File: config.mk
export PLATFORM = sky130hd
export DESIGN_NAME = core_pwr_seq
export DESIGN_NICKNAME = d
export VERILOG_FILES = /design/src/rtl/core_pwr_pkg.sv /design/src/rtl/core_pwr_timebase.sv /design/src/rtl/core_pwr_lane.sv /design/src/rtl/core_pwr_ctrl.sv /design/src/rtl/core_pwr_seq.sv
export SDC_FILE = /design/constraint.sdc
export NUM_CORES = 1
export LEC_CHECK = 0
export ABC_AREA = 1
export CORE_MARGIN = 2
export CORE_UTILIZATION = 25
export CTS_CLUSTER_SIZE = 14
export DETAILED_ROUTE_END_ITERATION = 6
export GPL_TIMING_DRIVEN = 0
export HOLD_SLACK_MARGIN = 0.08
export PLACE_DENSITY = 0.55
export SLEW_MARGIN = 20
export SYNTH_ARGS = -nofsm -noshare
export SYNTH_HDL_FRONTEND = slang
export SYNTH_SLANG_ARGS = --single-unit
File: constraint.sdc
create_clock -name clk -period 2.9 [get_ports clk]
set_input_delay 0.29 -clock clk [delete_from_list [all_inputs] [get_ports clk]]
set_output_delay 0.29 -clock clk [all_outputs]
set_load 0.1 [all_outputs]
File: src/rtl/core_pwr_pkg.sv
// Shared types and the step program for the per-core power sequencer.
// Assumes at most 16 steps per direction and waits below 64 microseconds.
package core_pwr_pkg;

    localparam int SW_W   = 8;   // switch control / acknowledge width
    localparam int US_W   = 6;   // microsecond wait field width
    localparam int STEP_W = 4;   // step index width

    // Settle times in microseconds.
    localparam int T_SW_FIRST = 20;
    localparam int T_SW_MID   = 10;
    localparam int T_SW_FINAL = 20;
    localparam int T_ISO_REL  = 20;
    localparam int T_DN_ISO   = 20;
    localparam int T_DN_SW    = 30;

    typedef enum logic [3:0] {
        ACT_NONE,
        ACT_UP_PREP,
        ACT_ISO_ON,
        ACT_SW,
        ACT_ISO_OFF,
        ACT_POR_REL,
        ACT_CORE_REL,
        ACT_DBG_HI,
        ACT_CORE_RST,
        ACT_DBG_LO
    } act_e;

    typedef struct packed {
        act_e            act;
        logic [SW_W-1:0] sw;
        logic [US_W-1:0] us;
        logic            ack;
        logic            last;
    } step_t;

    // Returns the action, wait, acknowledge check and end flag of one step.
    function automatic step_t step_of(input logic on, input logic [STEP_W-1:0] idx);
        step_t s;
        s = '0;
        if (on) begin
            case (idx)
                4'd0:  s.act = ACT_UP_PREP;
                4'd1:  s.act = ACT_ISO_ON;
                4'd2:  begin s.act = ACT_SW; s.sw = 8'hFE; s.us = US_W'(T_SW_FIRST); end
                4'd3:  begin s.act = ACT_SW; s.sw = 8'hFC; s.us = US_W'(T_SW_MID);   end
                4'd4:  begin s.act = ACT_SW; s.sw = 8'hF8; s.us = US_W'(T_SW_MID);   end
                4'd5:  begin s.act = ACT_SW; s.sw = 8'hF0; s.us = US_W'(T_SW_MID);   end
                4'd6:  begin s.act = ACT_SW; s.sw = 8'hC0; s.us = US_W'(T_SW_MID);   end
                4'd7:  begin s.act = ACT_SW; s.sw = 8'h00; s.us = US_W'(T_SW_FINAL); s.ack = 1'b1; end
                4'd8:  begin s.act = ACT_ISO_OFF; s.us = US_W'(T_ISO_REL); end
                4'd9:  s.act = ACT_POR_REL;
                4'd10: s.act = ACT_CORE_REL;
                default: begin s.act = ACT_DBG_HI; s.last = 1'b1; end
            endcase
        end else begin
            case (idx)
                4'd0:  s.act = ACT_CORE_RST;
                4'd1:  s.act = ACT_DBG_LO;
                4'd2:  begin s.act = ACT_ISO_ON; s.us = US_W'(T_DN_ISO); end
                default: begin
                    s.act = ACT_SW; s.sw = 8'hFF; s.us = US_W'(T_DN_SW);
                    s.ack = 1'b1; s.last = 1'b1;
                end
            endcase
        end
        return s;
    endfunction

    function automatic act_e step_act(input logic on, input logic [STEP_W-1:0] idx);
        step_t s;
        s = step_of(on, idx);
        return s.act;
    endfunction

    function automatic logic [SW_W-1:0] step_sw(input logic on, input logic [STEP_W-1:0] idx);
        step_t s;
        s = step_of(on, idx);
        return s.sw;
    endfunction

    function automatic logic [US_W-1:0] step_us(input logic on, input logic [STEP_W-1:0] idx);
        step_t s;
        s = step_of(on, idx);
        return s.us;
    endfunction

    function automatic logic step_ack(input logic on, input logic [STEP_W-1:0] idx);
        step_t s;
        s = step_of(on, idx);
        return s.ack;
    endfunction

    function automatic logic step_last(input logic on, input logic [STEP_W-1:0] idx);
        step_t s;
        s = step_of(on, idx);
        return s.last;
    endfunction

endpackage

File: src/rtl/core_pwr_timebase.sv
// Microsecond wait timer. A load starts a wait of load_us microseconds;
// each microsecond lasts CYC_PER_US cycles. expired is high once the wait
// has run out (at once for a zero wait). Assumes CYC_PER_US >= 1.
module core_pwr_timebase
    import core_pwr_pkg::*;
#(
    parameter int CYC_PER_US = 100
) (
    input  logic            clk,
    input  logic            rst_n,
    input  logic            load,
    input  logic [US_W-1:0] load_us,
    output logic            expired
);
    localparam int PRE_W = (CYC_PER_US > 1) ? $clog2(CYC_PER_US) : 1;
    localparam logic [PRE_W-1:0] PRE_LAST = PRE_W'(CYC_PER_US - 1);

    logic [PRE_W-1:0] pre_q;
    logic [US_W-1:0]  us_left_q;

    // Count prescaler cycles and whole microseconds down to zero.
    always_ff @(posedge clk) begin
        if (!rst_n) begin
            pre_q     <= '0;
            us_left_q <= '0;
        end else if (load) begin
            pre_q     <= '0;
            us_left_q <= load_us;
        end else if (us_left_q != '0) begin
            if (pre_q == PRE_LAST) begin
                pre_q     <= '0;
                us_left_q <= us_left_q - 1'b1;
            end else begin
                pre_q <= pre_q + 1'b1;
            end
        end
    end

    assign expired = (us_left_q == '0);
endmodule

File: src/rtl/core_pwr_lane.sv
// Output registers of one core. An apply strobe carries out one action on
// this core's signals; without it the signals hold. Reset leaves the core
// powered off: switch open, isolated, resets asserted.
module core_pwr_lane
    import core_pwr_pkg::*;
(
    input  logic            clk,
    input  logic            rst_n,
    input  logic            apply,
    input  act_e            act,
    input  logic [SW_W-1:0] sw_val,
    output logic            core_rst_n,
    output logic            por_rst_n,
    output logic            l1_rst_dis,
    output logic            dbg_pwrup,
    output logic            iso_en,
    output logic [SW_W-1:0] sw_ctrl
);
    // Update this core's signals for the action being applied.
    always_ff @(posedge clk) begin
        if (!rst_n) begin
            core_rst_n <= 1'b0;
            por_rst_n  <= 1'b0;
            l1_rst_dis <= 1'b1;
            dbg_pwrup  <= 1'b0;
            iso_en     <= 1'b1;
            sw_ctrl    <= '1;
        end else if (apply) begin
            case (act)
                ACT_UP_PREP: begin
                    core_rst_n <= 1'b0;
                    por_rst_n  <= 1'b0;
                    l1_rst_dis <= 1'b0;
                    dbg_pwrup  <= 1'b0;
                end
                ACT_ISO_ON:   iso_en     <= 1'b1;
                ACT_SW:       sw_ctrl    <= sw_val;
                ACT_ISO_OFF:  iso_en     <= 1'b0;
                ACT_POR_REL:  por_rst_n  <= 1'b1;
                ACT_CORE_REL: core_rst_n <= 1'b1;
                ACT_DBG_HI:   dbg_pwrup  <= 1'b1;
                ACT_CORE_RST: core_rst_n <= 1'b0;
                ACT_DBG_LO:   dbg_pwrup  <= 1'b0;
                default: ;
            endcase
        end
    end
endmodule

File: src/rtl/core_pwr_ctrl.sv
// Step sequencer. It accepts a request when idle, then walks the step
// program for the requested direction. It leaves a step once the step's
// wait has expired and, for acknowledge steps, once ack_sel equals the
// step's switch code. The next step's action is issued at that edge.
// Requests arriving while running are dropped.
module core_pwr_ctrl
    import core_pwr_pkg::*;
#(
    parameter int NUM_CORES = 4,
    parameter int CORE_W    = 2
) (
    input  logic              clk,
    input  logic              rst_n,
    input  logic              req_valid,
    input  logic              req_on,
    input  logic [CORE_W-1:0] req_core,
    input  logic [SW_W-1:0]   ack_sel,
    input  logic              tmr_expired,
    output logic              apply,
    output act_e              act,
    output logic [SW_W-1:0]   sw_val,
    output logic [CORE_W-1:0] sel_core,
    output logic              tmr_load,
    output logic [US_W-1:0]   tmr_us,
    output logic              busy,
    output logic              done
);
    typedef enum logic {S_IDLE, S_RUN} st_e;

    st_e               state_q;
    logic              on_q;
    logic [CORE_W-1:0] core_q;
    logic [STEP_W-1:0] idx_q;
    logic [STEP_W-1:0] idx_nx;
    logic              start;
    logic              exit_ok;
    logic              advance;
    logic              cur_last;

    // Decide start, step exit and the action issued this cycle.
    always_comb begin
        idx_nx   = idx_q + 1'b1;
        cur_last = step_last(on_q, idx_q);
        start    = (state_q == S_IDLE) && req_valid && (32'(req_core) < NUM_CORES);
        exit_ok  = (state_q == S_RUN) && tmr_expired &&
                   (!step_ack(on_q, idx_q) || (ack_sel == step_sw(on_q, idx_q)));
        advance  = exit_ok && !cur_last;
        apply    = start || advance;
        tmr_load = apply;
        if (start) begin
            act    = step_act(req_on, '0);
            sw_val = step_sw(req_on, '0);
            tmr_us = step_us(req_on, '0);
        end else begin
            act    = step_act(on_q, idx_nx);
            sw_val = step_sw(on_q, idx_nx);
            tmr_us = step_us(on_q, idx_nx);
        end
        sel_core = (state_q == S_IDLE) ? req_core : core_q;
    end

    // Track the running request, its step index and the completion pulse.
    always_ff @(posedge clk) begin
        if (!rst_n) begin
            state_q <= S_IDLE;
            on_q    <= 1'b0;
            core_q  <= '0;
            idx_q   <= '0;
            done    <= 1'b0;
        end else begin
            done <= exit_ok && cur_last;
            if (start) begin
                state_q <= S_RUN;
                on_q    <= req_on;
                core_q  <= req_core;
                idx_q   <= '0;
            end else if (exit_ok) begin
                if (cur_last) state_q <= S_IDLE;
                else          idx_q   <= idx_nx;
            end
        end
    end

    assign busy = (state_q == S_RUN);
endmodule

File: src/rtl/core_pwr_seq.sv
// Top of the per-core power sequencer: one step controller, one wait
// timer and one lane of output registers per core. Only the lane of the
// selected core receives apply strobes. Assumes NUM_CORES <= 16 so that
// the standby flags fit in status bits 16 and up.
module core_pwr_seq
    import core_pwr_pkg::*;
#(
    parameter  int NUM_CORES  = 4,
    parameter  int CYC_PER_US = 100,
    localparam int CORE_W     = (NUM_CORES > 1) ? $clog2(NUM_CORES) : 1
) (
    input  logic                      clk,
    input  logic                      rst_n,
    input  logic                      req_valid,
    input  logic                      req_on,
    input  logic [CORE_W-1:0]         req_core,
    input  logic [NUM_CORES*SW_W-1:0] sw_ack,
    input  logic [NUM_CORES-1:0]      wfi_in,
    output logic                      busy,
    output logic                      done,
    output logic [NUM_CORES-1:0]      core_rst_n,
    output logic [NUM_CORES-1:0]      por_rst_n,
    output logic [NUM_CORES-1:0]      l1_rst_dis,
    output logic [NUM_CORES-1:0]      dbg_pwrup,
    output logic [NUM_CORES-1:0]      iso_en,
    output logic [NUM_CORES*SW_W-1:0] sw_ctrl,
    output logic [31:0]               status_word
);
    localparam int STAT_BASE = 16;

    logic              apply;
    act_e              act;
    logic [SW_W-1:0]   sw_val;
    logic [CORE_W-1:0] sel_core;
    logic              tmr_load;
    logic [US_W-1:0]   tmr_us;
    logic              tmr_expired;
    logic [SW_W-1:0]   ack_sel;

    // Pick the acknowledge byte of the core being sequenced.
    always_comb begin
        ack_sel = '0;
        for (int i = 0; i < NUM_CORES; i++) begin
            if (32'(sel_core) == i) ack_sel = sw_ack[i*SW_W +: SW_W];
        end
    end

    core_pwr_ctrl #(
        .NUM_CORES (NUM_CORES),
        .CORE_W    (CORE_W)
    ) ctrl_i (
        .clk         (clk),
        .rst_n       (rst_n),
        .req_valid   (req_valid),
        .req_on      (req_on),
        .req_core    (req_core),
        .ack_sel     (ack_sel),
        .tmr_expired (tmr_expired),
        .apply       (apply),
        .act         (act),
        .sw_val      (sw_val),
        .sel_core    (sel_core),
        .tmr_load    (tmr_load),
        .tmr_us      (tmr_us),
        .busy        (busy),
        .done        (done)
    );

    core_pwr_timebase #(
        .CYC_PER_US (CYC_PER_US)
    ) tmr_i (
        .clk     (clk),
        .rst_n   (rst_n),
        .load    (tmr_load),
        .load_us (tmr_us),
        .expired (tmr_expired)
    );

    for (genvar g = 0; g < NUM_CORES; g++) begin : g_lane
        logic lane_apply;
        assign lane_apply = apply && (32'(sel_core) == g);
        core_pwr_lane lane_i (
            .clk        (clk),
            .rst_n      (rst_n),
            .apply      (lane_apply),
            .act        (act),
            .sw_val     (sw_val),
            .core_rst_n (core_rst_n[g]),
            .por_rst_n  (por_rst_n[g]),
            .l1_rst_dis (l1_rst_dis[g]),
            .dbg_pwrup  (dbg_pwrup[g]),
            .iso_en     (iso_en[g]),
            .sw_ctrl    (sw_ctrl[g*SW_W +: SW_W])
        );
    end

    // Place each core's standby flag at its status bit.
    always_comb begin
        status_word = '0;
        for (int i = 0; i < NUM_CORES; i++) status_word[STAT_BASE + i] = wfi_in[i];
    end
endmodule

==> results of run 1 <==
[worst register-to-register path, delay by kind of cell (launching register included)]
kind / cells / cell delay [ns]
xor+xnor: 1 / 0.28
fa+ha+maj: 1 / 0.26
buf+inv: 3 / 0.60
flops: 1 / 0.35
simple gates: 10 / 1.16
[sequential cells by signal, indices dropped and copies added (netlist names)]
name	count
g_lane.lane_i.sw_ctrl	24
g_lane.lane_i.dbg_pwrup	4
g_lane.lane_i.l1_rst_dis	4
ctrl_i.core_q	2
ctrl_i.idx_q	4
g_lane.lane_i.iso_en	4
tmr_i.pre_q	7
ctrl_i.busy	1
ctrl_i.done	1
g_lane.lane_i.core_rst_n	4
g_lane.lane_i.por_rst_n	4
ctrl_i.on_q	1
tmr_i.us_left_q	6
[what timing repair did]
item / CTS / global route
gates resized for setup: 6 / 23
cloned: 0 / 0
pin swaps: 0 / 3
hold buffers: 0 / 0
setup endpoints to repair: 61 / 61
buffers inserted: 0 / 3
[metrics by stage]
stage	worst slack (ns)	utilization (%)	TNS [ns]	power, mW	cell area (sq um)
2_1_floorplan	0.3689	-	0	1.934	4388
3_3_place_gp	-0.2382	33.67	-8.363	2.188	5604
3_5_place_dp	-0.2625	33.67	-9.828	2.190	5604
4_1_cts	0.01256	35.35	0	3.189	5883
5_1_grt	-0.01165	36.08	-0.03722	3.391	6005
6_report	0.2243	36.08	0	3.212	6005
[per-layer routing]
metal | part of all wire, % | wire (microns)
met5 | 0 | 0
met2 | 45 | 5429
met1 | 48 | 5710
met4 | 0.87 | 104
met3 | 6.1 | 726
[area by class of cell]
cell class	instances	area (sq um)
well taps	220	275.3
clock buffers	14	254.0
inverters	66	247.7
flip-flops and latches	66	1325
fillers	1826	10640
clock inverters	2	12.51
plain buffers	84	593.1
multi-input cells	463	2333
repair buffers	97	963.4
[cell usage after synthesis (5+ instances only)]
library cell	number
sky130_fd_sc_hd__clkbuf_1	8
sky130_fd_sc_hd__buf_4	64
sky130_fd_sc_hd__nand3_1	81
sky130_fd_sc_hd__xor2_1	8
sky130_fd_sc_hd__buf_2	7
sky130_fd_sc_hd__a21oi_1	26
sky130_fd_sc_hd__dfxtp_1	66
sky130_fd_sc_hd__nand2_1	169
sky130_fd_sc_hd__nand4_1	31
sky130_fd_sc_hd__nand3_2	5
sky130_fd_sc_hd__nor2_1	49
sky130_fd_sc_hd__o21ai_0	21
sky130_fd_sc_hd__o21ai_1	8
sky130_fd_sc_hd__inv_1	64
sky130_fd_sc_hd__nand3b_1	6
sky130_fd_sc_hd__ha_1	8
[kinds of logic (layout without fill, tap and decap cells)]
group | after synthesis | in the layout | share of synthesized area (%)
buffers and inverters | 150 | 263 | 19.30
XOR/XNOR | 11 | 11 | 2.248
AND/OR/NAND/NOR | 358 | 358 | 38.25
other | 1 | 28 | 0.08751
flip-flops | 66 | 66 | 30.83
AO/OA/AOI/OAI | 58 | 58 | 6.949
adder cells (fa/ha/maj) | 8 | 8 | 2.336
[worst max-delay path by stage]
stage	from	end	slack, ns	cells past startpoint
final	ctrl_i.idx_q[0]$_SDFFE_PP0P_	g_lane[3].lane_i.sw_ctrl[6]$_SDFFE_PN1P_	0.22	15
after global routing	ctrl_i.idx_q[0]$_SDFFE_PP0P_	g_lane[1].lane_i.sw_ctrl[1]$_SDFFE_PN1P_	-0.01	15
after CTS	ctrl_i.idx_q[1]$_SDFFE_PP0P_	g_lane[1].lane_i.sw_ctrl[6]$_SDFFE_PN1P_	0.01	21
after detailed placement	ctrl_i.idx_q[0]$_SDFFE_PP0P_	g_lane[0].lane_i.sw_ctrl[3]$_SDFFE_PN1P_	-0.26	19
after global placement	ctrl_i.idx_q[0]$_SDFFE_PP0P_	g_lane[3].lane_i.sw_ctrl[5]$_SDFFE_PN1P_	-0.24	19
after floorplan	ctrl_i.busy$_SDFFE_PN0P_	g_lane[0].lane_i.sw_ctrl[5]$_SDFFE_PN1P_	0.37	19
[power by group]
part / total [mW] / switching, mW / internal (mW)
Combinational: 1.24 / 0.877 / 0.360
Sequential: 0.988 / 0.0350 / 0.953
Clock: 0.988 / 0.386 / 0.601
==> results.txt, run 1 <==
----------------------------------------------------
[Timing]
  Post-route minimum period ... 2.676 ns
  Hold slack ... 0.4346 ns
  Slew Limit Headroom ... 32.37%
  Clock skew ... 0.006529 ns
  Number of endpoints with negative hold slack in the final report ... 0
  Worst-margin pin slew ... 1.011 ns
  Highest achievable clock rate ... 373.7 MHz
  Total count of max-transition violations in the final report ... 0
  Endpoints failing setup ... 0
  Final worst path period share ... 92.27%

[Critical path]
  Data required time at the worst endpoint ... 3.17 ns
  Critical path cell sequence ... ha_1 > xnor2_2 > nand2_1 > inv_1 > nand2_1 > nand3_1 > nor2_2 > nand2_1 > nand2_1 > nand2_1 > and3_1 > clkbuf_4 > clkbuf_4 > nand4_1 > nand3_1
  Worst flop-to-flop path endpoint ... g_lane[3].lane_i.sw_ctrl[6]$_SDFFE_PN1P_
  Family of cells with the greatest summed delay on the critical path ... simple AND/OR/NAND/NOR gates
  Critical Path Most Common Cell ... sky130_fd_sc_hd__nand2_1
  Slowest cell delay on critical path ... 0.35 ns
  Endpoint class of the critical path ... flip-flop
  Element type at the critical path start ... flip-flop
  Setup Crit Path Kind ... reg2reg
  Worst EP arrival ... 2.95 ns
  Worst R2R Start ... ctrl_i.idx_q[0]$_SDFFE_PP0P_
  Crit-path slowest cell ... sky130_fd_sc_hd__dfxtp_2
  Critical Path Fanout Max ... 10
  Reg-to-reg setup timing slack ... 0.22 ns
  Register-to-Register Path Depth ... 15
  Number of buffer and inverter instances along the worst setup path ... 3

[Layout]
  Fin cells ... 1012
  Highest-count cells in the layout ignoring fill and taps ... 165 x sky130_fd_sc_hd__nand2_1, 94 x sky130_fd_sc_hd__clkdlybuf4s50_1, 80 x sky130_fd_sc_hd__nand3_1, 67 x sky130_fd_sc_hd__buf_4
  Antenna diode count ... 0
  Net count, final ... 837
  Layout cells sized above 1 ... 15.28%
  Commonest non-fill, non-tap cell in the layout ... sky130_fd_sc_hd__nand2_1
  Layout area overhead ... 40.12%

[Yosys]
  FF+latch count, synth ... 66
  Leading cell types by total area after synthesis ... sky130_fd_sc_hd__dfxtp_1 31%, sky130_fd_sc_hd__nand2_1 15%, sky130_fd_sc_hd__buf_4 11%
  Cell type with the largest total area after synthesis ... sky130_fd_sc_hd__dfxtp_1
  Share of synthesized registers carrying an async set or reset ... 0%
  Number of library cell types mapped by synthesis ... 32
  Area share of the largest cell type after synthesis ... 30.83%
  Sequential share of the synthesized area ... 30.83%
  EDFF count, synth ... 0
  Post-synthesis cell count ... 652
  Mean instance size in the synthesized netlist ... 6.573 sq um
  Yosys synthesis warning count ... 0
  Most used DFF post-synth ... sky130_fd_sc_hd__dfxtp_1
  Post-synthesis instance area ... 0.004285 sq mm

[Clock tree]
  Maximum level of the CTS H-tree ... 3
  Clock edge transition at the registers on the reported setup and hold paths ... 0.06 ns
  Clk_lat worst skew ... 0.33 ns
  Bufs on Longest Clock Path ... 2
  Clock tree from TritonCTS ... built
  Total number of clock tree sinks ... 66
  Clock Tree Root ... sky130_fd_sc_hd__clkbuf_16
  CTS Buf Count ... 9

[Outcome]
  Outcome ... finished, final reports clean

[Detailed routing]
  Total number of vias ... 4333
  Drt pass-1 iters ... 5
  Average wire length per cell after detail routing ... 11.83 microns
  Drc violations ... 0
  Number of vias per cell ... 4.282
  First-iteration detailed-routing DRC count ... 207
  ANT nets after route ... 0
  Routed Wire Length ... 11970 microns

[Hold path]
  Hold Crit Start ... rst_n
  Hold Path End ... ctrl_i.busy$_SDFFE_PN0P_
  Number of cells on the worst hold path ... 3
  Worst hold-check path type ... in2reg

[Floorplanning]
  I/O pin cnt ... 128
  Full die area ... 0.01820 sq mm
  Placeable core region ... 0.01664 sq mm
  Die width ... 134.9 microns
  Effective utilization at floorplan ... 25.75%
  Height of the die ... 134.9 microns
  Std-Cell Rows ... 47

[Global route]
  Final global-route overflow total ... 0
  Busiest grt layer ... met2
  Global-route usage over all layers ... 13.06%
  Largest net degree at the start of global routing ... 11
  Met1 demand-to-capacity share in global routing ... 17.74%
  Met3 GRT Util ... 2.890%
  Antenna violations before repair ... 0
  Via count of the first global-routing pass ... 3897
  First-pass GRT wire length ... 19130 microns
  Met2 Usage GRT ... 21.12%

[Job]
  Max-cap check violation count ... 0

[Placed design]
  Final weighted congestion in routability-driven placement ... 0.8311
  Placed instance count ... 993
  Count of port buffers added during placement ... 94
  Detailed placement HPWL ... 9235 microns

[Power and ir drop]
  Cell Pwr Density ... 535.0 mW/mm^2
  Worst voltage drop across the vdd grid ... 0.3062 mV
  Leakage power ... 2.828 nW

----------------------------------------------------
No activity file was read; power rests on OpenSTA's default activity.
==> run 2, diff against run 1 <==
Settings changed: MAX_ROUTING_LAYER from default to met4.
Clock period 2.9 ns to 3.25 ns, I/O delays scaled along.
==> results.txt, run 2 (synthesis gave the netlist of run 1 again) <==
----------------------------------------------------
[Clock tree]
  Clock edge transition at the registers on the reported setup and hold paths ... 0.05 ns (was 0.06 ns)
  Clock Tree Root ... sky130_fd_sc_hd__clkbuf_16 (unchanged)
  Clock tree from TritonCTS ... built (unchanged)
  Hold-fix buffers at CTS ... 0 (unchanged)
  CTS Buf Count ... 9 (unchanged)
  Total number of clock tree sinks ... 66 (unchanged)
  Number of buffers added for setup after CTS ... 0 (unchanged)
  Maximum level of the CTS H-tree ... 3 (unchanged)
  Bufs on Longest Clock Path ... 2 (unchanged)
  Clk_lat worst skew ... 0.33 ns (about the same)

[Layout]
  Register area ... 0.001321 sq mm (was 0.001325 sq mm)
  Max FFs per register ... 24 (unchanged)
  FILL cells ... 1803 (was 1826)
  Top flop regs ... g_lane.lane_i.sw_ctrl: 24 flops, tmr_i.pre_q: 7 flops, tmr_i.us_left_q: 6 flops (unchanged)
  Fin cells ... 1009 (was 1012)
  Layout area overhead ... 37.08% (was 40.12%)
  Layout cells sized above 1 ... 13.05% (was 15.28%)
  Commonest non-fill, non-tap cell in the layout ... sky130_fd_sc_hd__nand2_1 (unchanged)
  Antenna diode count ... 0 (unchanged)
  Highest-count cells in the layout ignoring fill and taps ... 169 x sky130_fd_sc_hd__nand2_1, 94 x sky130_fd_sc_hd__clkdlybuf4s50_1, 80 x sky130_fd_sc_hd__nand3_1, 66 x sky130_fd_sc_hd__dfxtp_1 (was 165 x sky130_fd_sc_hd__nand2_1, 94 x sky130_fd_sc_hd__clkdlybuf4s50_1, 80 x sky130_fd_sc_hd__nand3_1, 67 x sky130_fd_sc_hd__buf_4)
  Net count, final ... 834 (was 837)
  Area occupied by multi-input gates ... 0.002243 sq mm (was 0.002333 sq mm)
  Top register by number of flip-flops ... g_lane.lane_i.sw_ctrl (unchanged)

[Timing]
  Final worst path period share ... 89.86% (was 92.27%)
  Clock skew ... 0.004722 ns (was 0.006529 ns)
  Worst-margin pin slew ... 1.010 ns (was 1.011 ns)
  Highest achievable clock rate ... 342.4 MHz (was 373.7 MHz)
  Total count of max-transition violations in the final report ... 0 (unchanged)
  Setup repair after global routing missed its margin ... no
  Setup tns final ... 0 ns (unchanged)
  Endpoints failing setup ... 0 (unchanged)
  Post-route minimum period ... 2.921 ns (was 2.676 ns)
  Number of endpoints with negative hold slack in the final report ... 0 (unchanged)
  Slew Limit Headroom ... 32.45% (was 32.37%)
  Final setup slack of the worst path ... 0.3294 ns (was 0.2243 ns)

[Job]
  Max-cap check violation count ... 0 (unchanged)

[Critical path]
  Element type at the critical path start ... flip-flop (unchanged)
  Crit-path slowest cell ... sky130_fd_sc_hd__dfxtp_1 (was sky130_fd_sc_hd__dfxtp_2)
  Setup Crit Path Kind ... reg2reg (unchanged)
  Critical Path Most Common Cell ... sky130_fd_sc_hd__nand2_1 (unchanged)
  Worst Setup SP ... ctrl_i.idx_q[0]$_SDFFE_PP0P_ (unchanged)
  Worst R2R Start ... ctrl_i.idx_q[0]$_SDFFE_PP0P_ (unchanged)
  Register-to-Register Path Depth ... 21 (was 15)
  Endpoint class of the critical path ... flip-flop (unchanged)
  Worst EP arrival ... 3.12 ns (was 2.95 ns)
  Critical path cell sequence ... inv_1 > ha_1 > nor2_1 > nand2_1 > nand3_2 > nand2_1 > nand2_1 > inv_1 > nand2_1 > nand2_1 > inv_1 > nand2_1 > nor2_1 > nand2_1 > nand2_1 > nand3_2 > nand2_2 > buf_6 > nand3_2 > nand2_1 > nand3_1 (was ha_1 > xnor2_2 > nand2_1 > inv_1 > nand2_1 > nand3_1 > nor2_2 > nand2_1 > nand2_1 > nand2_1 > and3_1 > clkbuf_4 > clkbuf_4 > nand4_1 > nand3_1)
  Slowest cell delay on critical path ... 0.41 ns (was 0.35 ns)
  Data required time at the worst endpoint ... 3.45 ns (was 3.17 ns)
  Critical Path Fanout Max ... 10 (unchanged)

[Placed design]
  Detailed placement HPWL ... 9187 microns (was 9235 microns)
  Final weighted congestion in routability-driven placement ... 0.8403 (was 0.8311)
  Placed instance count ... 993 (unchanged)
  Count of port buffers added during placement ... 94 (unchanged)
  Placement-stage worst setup slack ... 0.1132 ns (was -0.2625 ns)

[Detailed routing]
  Total number of vias ... 4305 (was 4333)
  Number of vias per cell ... 4.267 (was 4.282)
  Average wire length per cell after detail routing ... 11.65 microns (was 11.83 microns)
  ANT nets after route ... 0 (unchanged)
  Drc violations ... 0 (unchanged)
  Routed Wire Length ... 11750 microns (was 11970 microns)
  First-iteration detailed-routing DRC count ... 180 (was 207)
  Drt pass-1 iters ... 4 (was 5)

[Floorplanning]
  Placeable core region ... 0.01664 sq mm (unchanged)
  Std-Cell Rows ... 47 (unchanged)
  Effective utilization at floorplan ... 25.75% (unchanged)
  I/O pin cnt ... 128 (unchanged)
  Full die area ... 0.01820 sq mm (unchanged)
  Die width ... 134.9 microns (unchanged)
  Height of the die ... 134.9 microns (unchanged)

[Global route]
  Antenna violations before repair ... 0 (unchanged)
  Largest net degree at the start of global routing ... 11 (unchanged)
  Global-route usage over all layers ... 13.57% (was 13.06%)
  Via count of the first global-routing pass ... 3945 (was 3897)
  First-pass GRT wire length ... 19290 microns (was 19130 microns)
  Final global-route overflow total ... 0 (unchanged)

[Power and ir drop]
  Net Switching ... 1.138 mW (was 1.298 mW)
  Relative contribution of the clock network to total power ... 31.3% (was 30.7%)
  Cell Pwr Density ... 481.1 mW/mm^2 (was 535.0 mW/mm^2)
  P_int ... 1.688 mW (was 1.914 mW)
  Sw Share ... 40.27% (was 40.41%)
  Proportion of power drawn by flip-flops and latches ... 31.1% (was 30.7%)
  Comb pwr share ... 37.6% (was 38.5%)
  Worst voltage drop across the vdd grid ... 0.2804 mV (was 0.3062 mV)
  Leakage power ... 2.805 nW (was 2.828 nW)

[Hold path]
  Number of cells on the worst hold path ... 3 (unchanged)
  Worst hold-check path type ... in2reg (unchanged)
  Hold Crit Start ... rst_n (unchanged)

[Outcome]
  Outcome ... finished, final reports clean (unchanged)

----------------------------------------------------
run 2: power groups by stage:
stage / Clock, mW / Combinational, mW / Sequential (mW)
floorplan: 0 / 0.791 / 0.934
global placement: 0 / 1.06 / 0.897
detailed placement: 0 / 1.06 / 0.897
CTS: 0.908 / 1.06 / 0.880
global route: 0.935 / 1.16 / 0.886
finish: 0.884 / 1.06 / 0.880
run 2: critical path: cells and delay by family, from the launching register on:
family / cells / cell delay (ns)
AND/OR/NAND/NOR: 16 / 1.72
flip-flops: 1 / 0.41
buffers and inverters: 4 / 0.40
adder cells (fa/ha/maj): 1 / 0.28
run 2: stage by stage:
stage / power, mW / hold slack [ns] / instance area [sq um] / utilization, %
finish: 2.826 / 0.4425 / 5874 / 35.30
global route: 2.985 / 0.4695 / 5874 / 35.30
CTS: 2.852 / 0.4390 / 5869 / 35.27
detailed placement: 1.958 / 0.4391 / 5603 / 33.67
global placement: 1.954 / 0.4350 / 5603 / 33.67
floorplan: 1.725 / 0.4200 / 4387 / -
run 2: final timing paths:
kind                                              end  slack (ns)
max reg2reg  g_lane[3].lane_i.sw_ctrl[6]$_SDFFE_PN1P_        0.33
min reg2reg   g_lane[0].lane_i.por_rst_n$_SDFFE_PN0P_        0.44
min                          ctrl_i.busy$_SDFFE_PN0P_        0.44
max          g_lane[3].lane_i.sw_ctrl[6]$_SDFFE_PN1P_        0.33
run 2: cell type report:
type,count,share of cell area [%]
multi-input cells,463,38.19
flip-flops and latches,66,22.49
repair buffers,94,16.02
plain buffers,84,9.862
well taps,220,4.686
clock buffers,14,4.324
inverters,66,4.217
clock inverters,2,0.2130
run 2: layer usage:
metal  global-route usage [%]  vias to the layer above  part of all wire [%]
met5                        -                        -                     0
met4                    3.392                        0                  0.83
met3                    3.003                        7                   6.5
met2                    21.15                      111                    44
met1                    17.84                     1900                    48
li1                         -                     2287                     -
run 2: timing repair:
action | in CTS | in global routing
endpoints found under the hold margin | 0 | 0
gates resized for setup | 0 | 3
endpoints found under the setup margin | 0 | 28
